[config.mk]
export PLATFORM = sky130hd
export DESIGN_NAME = ide_pio_dec
export DESIGN_NICKNAME = d
export VERILOG_FILES = /design/src/rtl/ide_dec_pkg.sv /design/src/rtl/ide_win_match.sv /design/src/rtl/ide_drv_sel.sv /design/src/rtl/ide_pio_dec.sv
export SDC_FILE = /design/constraint.sdc
export NUM_CORES = 1
export LEC_CHECK = 0
export CORE_MARGIN = 3
export CORE_UTILIZATION = 30
export DETAILED_ROUTE_END_ITERATION = 10
export DONT_BUFFER_PORTS = 1
export SLEW_MARGIN = 20
export SYNTH_ARGS = -nofsm -noshare
export SYNTH_HDL_FRONTEND = slang
export SYNTH_HIERARCHICAL = 1
export SYNTH_SLANG_ARGS = --single-unit
[constraint.sdc]
create_clock -name clk_i -period 8 [get_ports clk_i]
set_input_delay 0.4 -clock clk_i [delete_from_list [all_inputs] [get_ports clk_i]]
set_output_delay 0.4 -clock clk_i [all_outputs]
set_load 0.005 [all_outputs]
[src/rtl/ide_dec_pkg.sv]
package ide_dec_pkg;
  typedef enum logic [1:0] {BLK_CMD = 2'd0, BLK_CTRL = 2'd1, BLK_BM = 2'd2} blk_e;
  typedef enum logic [1:0] {SZ_BYTE = 2'd0, SZ_HALF = 2'd1, SZ_WORD = 2'd2, SZ_BAD = 2'd3} size_e;
  localparam int NWIN = 5;
  localparam int WIN_BM = 4;
endpackage

[src/rtl/ide_win_match.sv]
module ide_win_match #(
  parameter int AW   = 16,
  parameter int OW   = 4,
  parameter int SIZE = 8,
  parameter int IDX  = 0
) (
  input  logic          clk_i,
  input  logic          rst_ni,
  input  logic          cfg_we_i,
  input  logic [2:0]    cfg_sel_i,
  input  logic [AW-1:0] cfg_data_i,
  input  logic [AW-1:0] addr_i,
  output logic          hit_o,
  output logic [OW-1:0] off_o
);
  logic [AW-1:0] base_q;
  logic [AW-1:0] diff;

  always_ff @(posedge clk_i or negedge rst_ni) begin
    if (!rst_ni) base_q <= '0;
    else if (cfg_we_i && cfg_sel_i == 3'(IDX) && cfg_data_i != '0) base_q <= cfg_data_i;
  end

  assign diff  = addr_i - base_q;
  assign hit_o = (addr_i >= base_q) && (diff < AW'(SIZE));
  assign off_o = diff[OW-1:0];
endmodule

[src/rtl/ide_drv_sel.sv]
module ide_drv_sel (
  input  logic       clk_i,
  input  logic       rst_ni,
  input  logic       set_i,
  input  logic       chan_i,
  input  logic       val_i,
  output logic [1:0] sel_o
);
  always_ff @(posedge clk_i or negedge rst_ni) begin
    if (!rst_ni) sel_o <= '0;
    else if (set_i) sel_o[chan_i] <= val_i;
  end
endmodule

[src/rtl/ide_pio_dec.sv]
module ide_pio_dec
  import ide_dec_pkg::*;
#(
  parameter int AW        = 16,
  parameter int CMD_SIZE  = 8,
  parameter int CTRL_SIZE = 4,
  parameter int BM_SIZE   = 16,
  parameter int BM_SPLIT  = 8,
  parameter int DATA_OFF  = 0,
  parameter int SEL_OFF   = 6,
  parameter int SEL_BIT   = 4
) (
  input  logic          clk_i,
  input  logic          rst_ni,
  input  logic          cfg_we_i,
  input  logic [2:0]    cfg_sel_i,
  input  logic [AW-1:0] cfg_data_i,
  input  logic          io_en_i,
  input  logic [3:0]    slot_present_i,
  input  logic          req_valid_i,
  output logic          req_ready_o,
  input  logic          req_write_i,
  input  logic [AW-1:0] req_addr_i,
  input  logic [1:0]    req_size_i,
  input  logic [31:0]   req_wdata_i,
  output logic          xfer_valid_o,
  output logic          xfer_write_o,
  output logic [1:0]    xfer_blk_o,
  output logic          xfer_chan_o,
  output logic [1:0]    xfer_slot_o,
  output logic [3:0]    xfer_off_o,
  output logic [1:0]    xfer_size_o,
  output logic          xfer_beat_o,
  output logic [31:0]   xfer_wdata_o,
  input  logic [31:0]   dev_rdata_i,
  output logic          rsp_valid_o,
  output logic          rsp_err_o,
  output logic [31:0]   rsp_rdata_o,
  output logic [1:0]    dev_sel_o
);
  localparam int MAXW = (BM_SIZE > CMD_SIZE) ? ((BM_SIZE > CTRL_SIZE) ? BM_SIZE : CTRL_SIZE)
                                             : ((CMD_SIZE > CTRL_SIZE) ? CMD_SIZE : CTRL_SIZE);
  localparam int OW = (MAXW > 1) ? $clog2(MAXW) : 1;

  logic [NWIN-1:0] hit_w;
  logic [OW-1:0]   off_w [NWIN];

  for (genvar g = 0; g < NWIN; g++) begin : g_win
    localparam int SZ = (g == WIN_BM) ? BM_SIZE : ((g % 2) == 1 ? CTRL_SIZE : CMD_SIZE);
    ide_win_match #(.AW(AW), .OW(OW), .SIZE(SZ), .IDX(g)) u_win (
      .clk_i, .rst_ni, .cfg_we_i, .cfg_sel_i, .cfg_data_i,
      .addr_i(req_addr_i), .hit_o(hit_w[g]), .off_o(off_w[g])
    );
  end

  // first match in window order wins
  logic          any_hit;
  logic [2:0]    win;
  logic [OW-1:0] woff;
  always_comb begin
    any_hit = 1'b0;
    win     = '0;
    woff    = '0;
    for (int i = NWIN - 1; i >= 0; i--) begin
      if (hit_w[i]) begin
        any_hit = 1'b1;
        win     = 3'(i);
        woff    = off_w[i];
      end
    end
  end

  blk_e  d_blk;
  size_e d_size;
  logic  d_chan, is_data, legal, d_err, do_sel, cur_bit, d_fwd, d_split;
  logic [1:0] d_slot;
  logic [1:0] sel_bits;

  always_comb begin
    d_size  = size_e'(req_size_i);
    d_blk   = (win == 3'(WIN_BM)) ? BLK_BM : (win[0] ? BLK_CTRL : BLK_CMD);
    d_chan  = (win == 3'(WIN_BM)) ? (woff >= OW'(BM_SPLIT)) : win[1];
    is_data = (d_blk != BLK_BM) && (woff == OW'(DATA_OFF));
    legal   = (d_size != SZ_BAD) &&
              ((d_blk == BLK_BM) ||
               (is_data ? (d_size == SZ_HALF || d_size == SZ_WORD) : (d_size == SZ_BYTE)));
    d_err   = !any_hit || !legal;
    do_sel  = !d_err && io_en_i && req_write_i && (d_blk == BLK_CMD) && (woff == OW'(SEL_OFF));
    cur_bit = do_sel ? req_wdata_i[SEL_BIT] : sel_bits[d_chan];
    d_slot  = {d_chan, cur_bit};
    d_fwd   = !d_err && io_en_i && ((d_blk == BLK_BM) || slot_present_i[d_slot]);
    d_split = d_fwd && is_data && (d_size == SZ_WORD);
  end

  logic acc;
  assign acc = req_valid_i && req_ready_o;

  ide_drv_sel u_sel (
    .clk_i, .rst_ni, .set_i(acc && do_sel), .chan_i(d_chan), .val_i(req_wdata_i[SEL_BIT]),
    .sel_o(sel_bits)
  );
  assign dev_sel_o = sel_bits;

  logic          x_act, x_fwd, x_err, x_split, x_hi, x_write, x_chan;
  blk_e          x_blk;
  size_e         x_size;
  logic [1:0]    x_slot;
  logic [OW-1:0] x_off;
  logic [31:0]   x_wdata;
  logic [15:0]   lo_q;
  logic          rsp_valid_q, rsp_err_q;
  logic [31:0]   rsp_rdata_q;

  assign req_ready_o = !(x_act && x_split);

  always_ff @(posedge clk_i or negedge rst_ni) begin
    if (!rst_ni) begin
      x_act <= 1'b0; x_fwd <= 1'b0; x_err <= 1'b0; x_split <= 1'b0; x_hi <= 1'b0;
      x_write <= 1'b0; x_chan <= 1'b0; x_blk <= BLK_CMD; x_size <= SZ_BYTE;
      x_slot <= '0; x_off <= '0; x_wdata <= '0; lo_q <= '0;
      rsp_valid_q <= 1'b0; rsp_err_q <= 1'b0; rsp_rdata_q <= '0;
    end else begin
      rsp_valid_q <= 1'b0;
      rsp_err_q   <= 1'b0;
      if (x_act && x_split) begin
        lo_q    <= dev_rdata_i[15:0];
        x_split <= 1'b0;
        x_hi    <= 1'b1;
      end else begin
        if (x_act) begin
          rsp_valid_q <= 1'b1;
          rsp_err_q   <= x_err;
          rsp_rdata_q <= (x_fwd && !x_write) ? (x_hi ? {dev_rdata_i[15:0], lo_q} : dev_rdata_i) : '0;
        end
        x_act <= acc;
        if (acc) begin
          x_fwd   <= d_fwd;
          x_err   <= d_err;
          x_split <= d_split;
          x_hi    <= 1'b0;
          x_write <= req_write_i;
          x_chan  <= d_chan;
          x_blk   <= d_blk;
          x_size  <= d_size;
          x_slot  <= d_slot;
          x_off   <= woff;
          x_wdata <= req_wdata_i;
        end
      end
    end
  end

  assign xfer_valid_o = x_act && x_fwd;
  assign xfer_write_o = x_write;
  assign xfer_blk_o   = x_blk;
  assign xfer_chan_o  = x_chan;
  assign xfer_slot_o  = x_slot;
  assign xfer_off_o   = 4'(x_off);
  assign xfer_size_o  = (x_split || x_hi) ? SZ_HALF : x_size;
  assign xfer_beat_o  = x_hi;
  assign xfer_wdata_o = x_split ? {16'h0, x_wdata[15:0]} : (x_hi ? {16'h0, x_wdata[31:16]} : x_wdata);
  assign rsp_valid_o  = rsp_valid_q;
  assign rsp_err_o    = rsp_err_q;
  assign rsp_rdata_o  = rsp_rdata_q;
endmodule

==> results of run 1 <==
[worst paths after layout]
kind                                              to  cells past startpoint  slack [ns]
setup / recovery                      u_sel/sel_o[0]                     16        3.23
hold / removal                           x_wdata[13]                      1       -0.01
setup reg to reg                      u_sel/sel_o[0]                     16        3.23
hold reg to reg                            x_size[0]                      2        0.48
max in group asynchronous  g_win[0].u_win/base_q[14]                      1        7.31
min in group clk_i                          lo_q[13]                      1        0.08
[final cells by class]
cell class	count	area (um2)
Sequential cell	180	4510
Tap cell	539	674
Antenna cell	1	2.50
Multi-Input combinational cell	999	7670
Clock buffer	20	447
Inverter	132	495
Fill cell	4384	28200
Clock inverter	12	144
Timing Repair Buffer	8	86.3
[state kept, by name, summed over array words and instances, names as in the netlist]
name	cells
g_win.u_win/base_q	80
rsp_rdata_o	32
x_wdata	32
lo_q	16
xfer_off_o	4
u_sel/sel_o	2
x_size	2
xfer_blk_o	2
rsp_err_o	1
rsp_valid_o	1
x_act	1
x_err	1
x_fwd	1
x_split	1
xfer_beat_o	1
xfer_chan_o	1
xfer_slot_o	1
xfer_write_o	1
[cells by family (layout without fill, tap and decap cells)]
group | count (synthesis) | in the layout | synth area share
DFF | 180 | 180 | 0.349
adders and majority gates | 88 | 88 | 0.0881
xor gates and xnor gates | 12 | 12 | 0.00814
buffers and inverters | 182 | 172 | 0.0585
AOI/OAI and AO/OA | 318 | 318 | 0.170
other | 0 | 1 | 0
muxes | 199 | 199 | 0.170
and+or+nand+nor | 382 | 382 | 0.156
[report_power, final]
group,leakage [uW],switching (uW),total [uW],internal (uW)
sequential,0.00223,58.3,1080,1020
combinational,0.00346,721,1240,521
clock,0.000278,396,869,474
total,0.00597,1170,3190,2020
[metrics by stage]
step	std cells	worst slack (ns)	hold slack (ns)	area (um2)	power [uW]
floorplan	1361	3.94	0.104	12900	2030
global placement	1855	3.29	0.108	13400	2280
detailed placement	1855	3.21	0.109	13400	2290
CTS	1889	3.21	0.0481	14000	3200
global route	1890	2.83	0.0526	14000	3390
finish	1891	3.23	-0.0103	14000	3190
[Yosys cell counts (all sizes together) (5+ instances only)]
cell     instances  area share
nand3b           9      0.0052
a2bb2oi          5      0.0034
nand2           99       0.029
fa               5      0.0077
nand4           25       0.012
mux2i           44       0.034
nor2b           21       0.012
clkbuf          26      0.0076
nor3            18      0.0070
ha              83       0.080
o211ai          11      0.0072
nor4            29       0.015
mux2           155        0.14
nor2            80       0.023
a21boi           6      0.0035
a32oi            5      0.0034
a31oi            8      0.0044
or2              6      0.0029
nor4b            5      0.0034
a21oi           76       0.031
a211oi           8      0.0046
xnor2            9      0.0061
a311oi           6      0.0041
nand2b          16      0.0077
inv            132       0.038
nand3           20      0.0077
o2111ai          7      0.0052
a211o            6      0.0041
o21a            10      0.0058
and2            23       0.011
a21o            10      0.0058
dfrtp          180        0.35
buf             24       0.013
a2111oi          6       0.012
or4              6      0.0040
or3              8      0.0039
o21ai          103       0.040
a221oi           5      0.0044
[metal layers]
layer  part of all wire  vias up  GRT usage  routed length [um]
met5                  0        -          0                   0
met1               0.42     5161      0.213               16400
met3              0.055       69     0.0328                2120
met2               0.49      329      0.276               19000
li1                   -     4884          -                   -
met4              0.036        0     0.0725                1400
[what timing repair did]
action | 4_1_cts | 5_1_grt
hold buffers | 2 | 0
setup endpoints to repair | 0 | 0
hold endpoints to repair | 181 | 0
==> results.tsv, run 1 <==
metric	value	unit
status	finished, violations left	
failing checks	hold timing	
Core ar.	0.0422	mm2
syn_nets	1560	
clk_lat worst skew	0.46	ns
num ports	194	
CP top delay family	simple AND/OR/NAND/NOR gates	
fin crit share	0.596	
TritonCTS sink count	180	
Synth warnings	6	
RSZ-0062 raised after global routing	no	
DR DRC count	0	
crit path max fanout	11	
synthesis-to-layout area growth	8.59	%
critical path endpoint category	register	
DRT iter0 DRCs	871	
post-synthesis sequential area ratio	0.349	
Mapped Cells	1361	
leakage	0.00597	uW
# H-tree levels	4	
share of layout cells above drive strength 1	0.175	
R2R Path Start	g_win[3].u_win/base_q[0]	
Hold WC Path Type	primary input to async pin	
most frequent CP cell	a311oi_1	
CP max stage delay	0.77	ns
final WL	38900	um
Startpoint Class	register	
Critical Path Start	g_win[3].u_win/base_q[0]	
max-cap viol count	0	
Die X	214	um
clk_skew	0.0111	ns
post-cts gate resize count	0	
setup_tns	0	ns
Slew headroom	0.283	
Port Buf Inserts	0	
Synth cell types	88	
number of global-route vias before repair	9966	
# setup viols final	0	
WL/cell	20.6	um
worst path cell trace	ha_1, fa_1, nor2b_1, o31ai_1, a311oi_1, and2_1, nor4b_1, a311oi_1, nor4bb_2, a21oi_1, a221oi_1, o211a_1, nand4_1, nor2_1, nor2b_4, mux2_4	
total CTS buffers	17	
Post-CTS Repair Setup Buffers	0	
Routability Congestion	0.946	
CTS max path bufs	2	
maximum VDD drop	178	uV
pins over their slew limit	0	
tightest hold margin	-0.0103	ns
kind of critical path	register to register	
TritonRoute pass-1 iters	5	
fin util	0.332	
largest net degree at the start of global routing	181	
Overall Global Routing Usage	0.167	
detail-routed via count per cell	5.52	
Final nets	1537	
flops & latches, synth	180	
row count	75	
CTS root buf	clkbuf_16	
Via Count	10400	
DP Wirelength	28400	um
DIE AREA	0.0456	mm2
Syn Area/Cell	9.49	um2
Syn Std Cell Area	0.0129	mm2
global-route wire length before repair	58500	um
Antenna Nets Post-Route	0	
async set-reset flop share out of synthesis	1.00	
Most used DFF post-synth	dfrtp_1	
Bufs and invs on worst path	0	
initial core utilization	0.306	
Clk pin slew, worst setup/hold paths	0.07	ns
total grt overflow	0	
die span in y	214	um
CTS tree	yes	
PwrDens	227	mW/mm2
WP data required	8.34	ns
final hold vios	25	
Worst-Margin Slew	1.08	ns
Final Critical Period	4.77	ns
most frequent cells in the layout	dfrtp_1, mux2_2, inv_1	
Worst path slowest cell	nor4bb_2	
CP arrival	5.11	ns
max frequency	0.210	GHz
initial antenna violation count	1	
EDFF count, synth	0	
most common cell after layout, fill and taps aside	dfrtp_1	
No activity file was read; power rests on OpenSTA's default activity.
==> inputs of run 2 (changes only) <==
==> constraint.sdc (replaced) <==
create_clock -name clk_i -period 4.55 [get_ports clk_i]
set_input_delay 0.2275 -clock clk_i [delete_from_list [all_inputs] [get_ports clk_i]]
set_output_delay 0.2275 -clock clk_i [all_outputs]
set_load 0.005 [all_outputs]
==> results.tsv, run 2 (synthesis gave the netlist of run 1 again) <==
metric	value	unit
status	complete, no violations	
Final nets	1632	
Clk pin slew, worst setup/hold paths	0.07	ns
most common cell after layout, fill and taps aside	dfrtp_1	
total grt overflow	0	
kind of critical path	register to register	
worst path cell trace	ha_1, fa_1, nor2b_1, o31a_1, o21ai_1, o31a_1, a221oi_2, a41oi_1, a2111oi_2, buf_4, nand3b_1, a221o_1, a22o_1, and4_4, mux2_1, a31o_2	
DIE AREA	0.0456	mm2
setup_tns	0	ns
antenna cells	0	
Largest Register	g_win.u_win/base_q	
share of layout cells above drive strength 1	0.177	
TritonRoute pass-1 iters	8	
Die X	214	um
fin crit share	0.954	
Startpoint Class	register	
Routability Congestion	0.937	
# setup viols final	0	
Slew headroom	0.262	
tightest hold margin	0.212	ns
DR DRC count	0	
CP arrival	4.69	ns
most frequent cells in the layout	dfrtp_1, mux2_2, inv_1	
CP top delay family	compound AO/OA/AOI/OAI gates	
DP Wirelength	27900	um
final WL	40200	um
critical path endpoint category	register	
design area	0.0150	mm2
leakage	0.00636	uW
detail-routed via count per cell	5.46	
# H-tree levels	4	
num ports	194	
Overall Global Routing Usage	0.172	
largest net degree at the start of global routing	181	
max-cap viol count	0	
clk_skew	0.00992	ns
fin util	0.354	
CTS tree	yes	
pins over their slew limit	0	
number of global-route vias before repair	10500	
Bufs and invs on worst path	1	
crit path max fanout	5	
multi-input combinational cell area	0.00770	mm2
Core ar.	0.0422	mm2
final hold vios	0	
initial antenna violation count	1	
WL/cell	20.3	um
Worst path slowest cell	fa_1	
CP max stage delay	0.43	ns
CTS max path bufs	2	
TritonCTS sink count	180	
Worst-Margin Slew	1.10	ns
total CTS buffers	17	
clk_lat worst skew	0.46	ns
Via Count	10800	
number of fill cells	4264	
Hold WC Path Type	primary input to register	
initial core utilization	0.306	
Antenna Nets Post-Route	0	
Final Critical Period	4.34	ns
DRT iter0 DRCs	780	
CTS root buf	clkbuf_16	
flip-flop count of the largest register after layout	80	
global-route wire length before repair	61000	um
max frequency	0.230	GHz
synthesis-to-layout area growth	15.8	%
PwrDens	377	mW/mm2
register area	0.00451	mm2
WP data required	4.90	ns
Port Buf Inserts	0	
most frequent CP cell	o31a_1	
placed cell area	0.0135	mm2
row count	75	
RSZ-0062 raised after global routing	yes	
die span in y	214	um
maximum VDD drop	319	uV
## run 2: cell types whose count changed in the layout (fill, tap and decap cells not counted), sizes merged, moves of 2 or more
cell,previous run,this run
clkinvlp,3,5
dlygate4sd3,1,85
clkinv,3,0
buf,7,18
clkbuf,20,18
## run 2: path summary, 6_finish.rpt
| kind | start | endpoint | slack, ns | depth (start not counted) |
|---|---|---|---|---|
| max in group asynchronous | rst_ni | g_win[2].u_win/base_q[8] | 3.36 | 2 |
| worst min register to register | x_size[1] | x_size[1] | 0.48 | 2 |
| min in group asynchronous | rst_ni | x_wdata[8] | 0.47 | 2 |
| worst max register to register | g_win[4].u_win/base_q[0] | x_split | 0.21 | 16 |
| worst max-delay path | g_win[4].u_win/base_q[0] | x_split | 0.21 | 16 |
| worst min-delay path | req_size_i[1] | x_split | 0.21 | 3 |
## run 2: metrics by stage
stage,std cells,total power (uW),worst slack (ns)
CTS,1980,5650,0.0776
floorplan,1361,3570,0.567
global placement,1864,3970,0.121
detailed placement,1864,4000,0.122
global route,1983,6010,-0.0104
finish,1983,5640,0.211
## run 2: metal layers
metal	up-vias	global-route usage	wire length, um
li1	5071	-	-
met1	5296	0.210	16400
met2	362	0.295	20200
met3	89	0.0375	2260
met4	0	0.0727	1360
met5	-	0	0
## run 2: timing repair
item / in CTS / in global routing
hold endpoints to repair: 348 / 0
setup endpoints to repair: 0 / 5
hold buffers: 86 / 0
gates resized for setup: 0 / 11
setup buffers: 0 / 3
## run 2: power breakdown
group	switching, uW	internal, uW
clock	679	814
combinational	1280	975
sequential	105	1800
## run 2: area by class of cell
| class | count | area share |
|---|---|---|
| multi-input combinational | 999 | 0.515 |
| clock inverter | 12 | 0.00979 |
| inverter | 132 | 0.0331 |
| clock buffer | 18 | 0.0287 |
| sequential | 180 | 0.301 |
| tap | 539 | 0.0451 |
| timing repair buffer | 103 | 0.0672 |
## run 2: worst register-to-register path: stages (launching register included)
cell and delay (ns):
dfrtp_1 0.39, ha_1 0.23, fa_1 0.43, nor2b_1 0.18
o31a_1 0.20, o21ai_1 0.14, o31a_1 0.30, a221oi_2 0.25
a41oi_1 0.08, a2111oi_2 0.41, buf_4 0.22, nand3b_1 0.09
a221o_1 0.34, a22o_1 0.22, and4_4 0.21, mux2_1 0.34
a31o_2 0.21
==> inputs of run 3 (changes only) <==
--- a/config.mk
+++ b/config.mk
@@ -5,6 +5,7 @@
 export SDC_FILE = /design/constraint.sdc
 export NUM_CORES = 1
 export LEC_CHECK = 0
+export ABC_AREA = 1
 export CORE_MARGIN = 3
 export CORE_UTILIZATION = 30
 export DETAILED_ROUTE_END_ITERATION = 10
==> results.tsv, run 3 <==
metric	value	unit
Syn Std Cell Area	0.0139	mm2
CTS max path bufs	2	
clk_skew	0.0124	ns
Final nets	2377	
post-cts gate resize count	0	
flops & latches, synth	180	
pins over their slew limit	0	
final hold vios	0	
Startpoint Class	register	
Syn Area/Cell	6.58	um2
TritonRoute pass-1 iters	5	
most common cell in the netlist	nand2_1	
Most used DFF post-synth	dfrtp_1	
Logic pwr share	0.388	
RSZ-0062 raised after global routing	no	
flip-flop count of the largest register after layout	80	
maximum VDD drop	291	uV
RR Endpoint	x_fwd	
Synth warnings	6	
largest net degree at the start of global routing	181	
R2R cell count	30	
die span in y	221	um
WP depth	30	
fin crit share	0.892	
clk_lat worst skew	0.48	ns
Clk pin slew, worst setup/hold paths	0.08	ns
Antenna Nets Post-Route	0	
Critical Path Sink	x_fwd	
antenna cells	0	
total CTS buffers	17	
PwrDens	346	mW/mm2
top post-synthesis cells by area	dfrtp_1, nand2_1, inv_1, ha_1, nor2_1	
Synth cell types	48	
R2R setup slack	0.49	ns
most frequent cells in the layout	nand2_1, inv_1, nor2_1	
final WL	43900	um
Sw Pwr	2210	uW
share of layout cells above drive strength 1	0.0698	
Worst-Margin Slew	0.969	ns
total grt overflow	0	
Bufs and invs on worst path	1	
CTS tree	yes	
Worst path slowest cell	nor2_1	
Critical Path Start	g_win[3].u_win/base_q[0]	
kind of critical path	register to register	
Final Critical Period	4.06	ns
Post-CTS Repair Setup Buffers	0	
Reg power frac	0.333	
Overall Global Routing Usage	0.179	
CP top delay family	simple AND/OR/NAND/NOR gates	
CP max stage delay	0.57	ns
setup_tns	0	ns
# H-tree levels	4	
DR DRC count	0	
post-synthesis sequential area ratio	0.324	
Core ar.	0.0456	mm2
area leader, netlist	dfrtp_1	
Post-synth top cells	nand2_1, inv_1, nor2_1	
R2R Path Start	g_win[3].u_win/base_q[0]	
Clk pwr share	0.278	
Int Pwr	3320	uW
critical path endpoint category	register	
initial antenna violation count	1	
Die X	221	um
Mapped Cells	2113	
CTS root buf	clkbuf_16	
most common cell after layout, fill and taps aside	nand2_1	
most frequent CP cell	nand2_1	
row count	78	
WP data required	4.92	ns
Hold WC Path Type	primary input to register	
# hold bufs at CTS	88	
leakage	0.00879	uW
global-route wire length before repair	70200	um
Final WS setup	0.491	ns
DIE AREA	0.0490	mm2
crit path max fanout	5	
EDFF count, synth	0	
Port Buf Inserts	0	
max frequency	0.246	GHz
WL/cell	15.7	um
Routability Congestion	0.900	
TritonCTS sink count	180	
Slew headroom	0.354	
# setup viols final	0	
pre-CTS WS	0.596	ns
num ports	194	
synthesis-to-layout area growth	15.2	%
Sw Ratio	0.400	
detail-routed via count per cell	4.80	
max-cap viol count	0	
CP arrival	4.43	ns
Largest Register	g_win.u_win/base_q	
status	complete, no violations	
async set-reset flop share out of synthesis	1.00	
DRT iter0 DRCs	979	
Via Count	13400	
number of global-route vias before repair	13000	
DP Wirelength	32100	um
syn_nets	2312	
initial core utilization	0.305	
Synth top area share	0.324	
[run 3: cell type report]
type,count,area [um2]
Tap cell,600,751
Clock inverter,15,185
Sequential cell,180,4510
Multi-Input combinational cell,1485,7690
Inverter,396,1490
Timing Repair Buffer,98,981
Fill cell,4889,29600
Clock buffer,17,425
[run 3: kinds of logic after synthesis]
| group | count (synthesis) | synth area share |
|---|---|---|
| compound gates | 256 | 0.102 |
| xor+xnor | 8 | 0.00504 |
| fa+ha+maj | 88 | 0.0819 |
| buf+inv | 448 | 0.124 |
| flops | 180 | 0.324 |
| mux | 16 | 0.0130 |
| simple gates | 1117 | 0.351 |
[run 3: worst min path at each step]
stage | from | endpoint | slack, ns | cells after the start
after floorplan | rst_ni | g_win[0].u_win/base_q[0] | -0.07 | 0
after global placement | rst_ni | x_wdata[3] | -0.06 | 0
after detailed placement | rst_ni | x_wdata[3] | -0.06 | 0
after CTS | cfg_sel_i[1] | g_win[2].u_win/base_q[0] | 0.003 | 4
after global routing | cfg_sel_i[1] | g_win[2].u_win/base_q[0] | 0.06 | 4
final | cfg_sel_i[1] | g_win[2].u_win/base_q[0] | 0.04 | 4
[run 3: power by group through the flow]
| stage | clock [uW] | combinational, uW | sequential, uW |
|---|---|---|---|
| finish | 1540 | 2150 | 1840 |
| global route | 1650 | 2470 | 1870 |
| CTS | 1600 | 2130 | 1850 |
| detailed placement | 0 | 2000 | 1880 |
| global placement | 0 | 1980 | 1870 |
| floorplan | 0 | 1550 | 1850 |
[run 3: per-layer routing]
metal,global-route usage,vias to the layer above,wire length [um]
li1,-,6767,-
met4,0.0698,0,1520
met2,0.274,450,18400
met3,0.0559,78,4230
met1,0.236,6094,19700
met5,0,-,0
[run 3: stage by stage]
stage | hold WS, ns | utilization | instance area [um2] | total power (uW) | std cells
2_1_floorplan | -0.0681 | - | 13900 | 3410 | 2113
3_3_place_gp | -0.0638 | 0.318 | 14500 | 3850 | 2670
3_5_place_dp | -0.0637 | 0.318 | 14500 | 3870 | 2671
4_1_cts | 0.00284 | 0.351 | 16000 | 5570 | 2791
5_1_grt | 0.0587 | 0.352 | 16000 | 5990 | 2791
6_report | 0.0420 | 0.352 | 16000 | 5540 | 2791
[run 3: worst min-delay path: stages]
cell	delay, ns
nand2_1	0.04
nor3_1	0.05
nand3_1	0.10
nand2_1	0.06
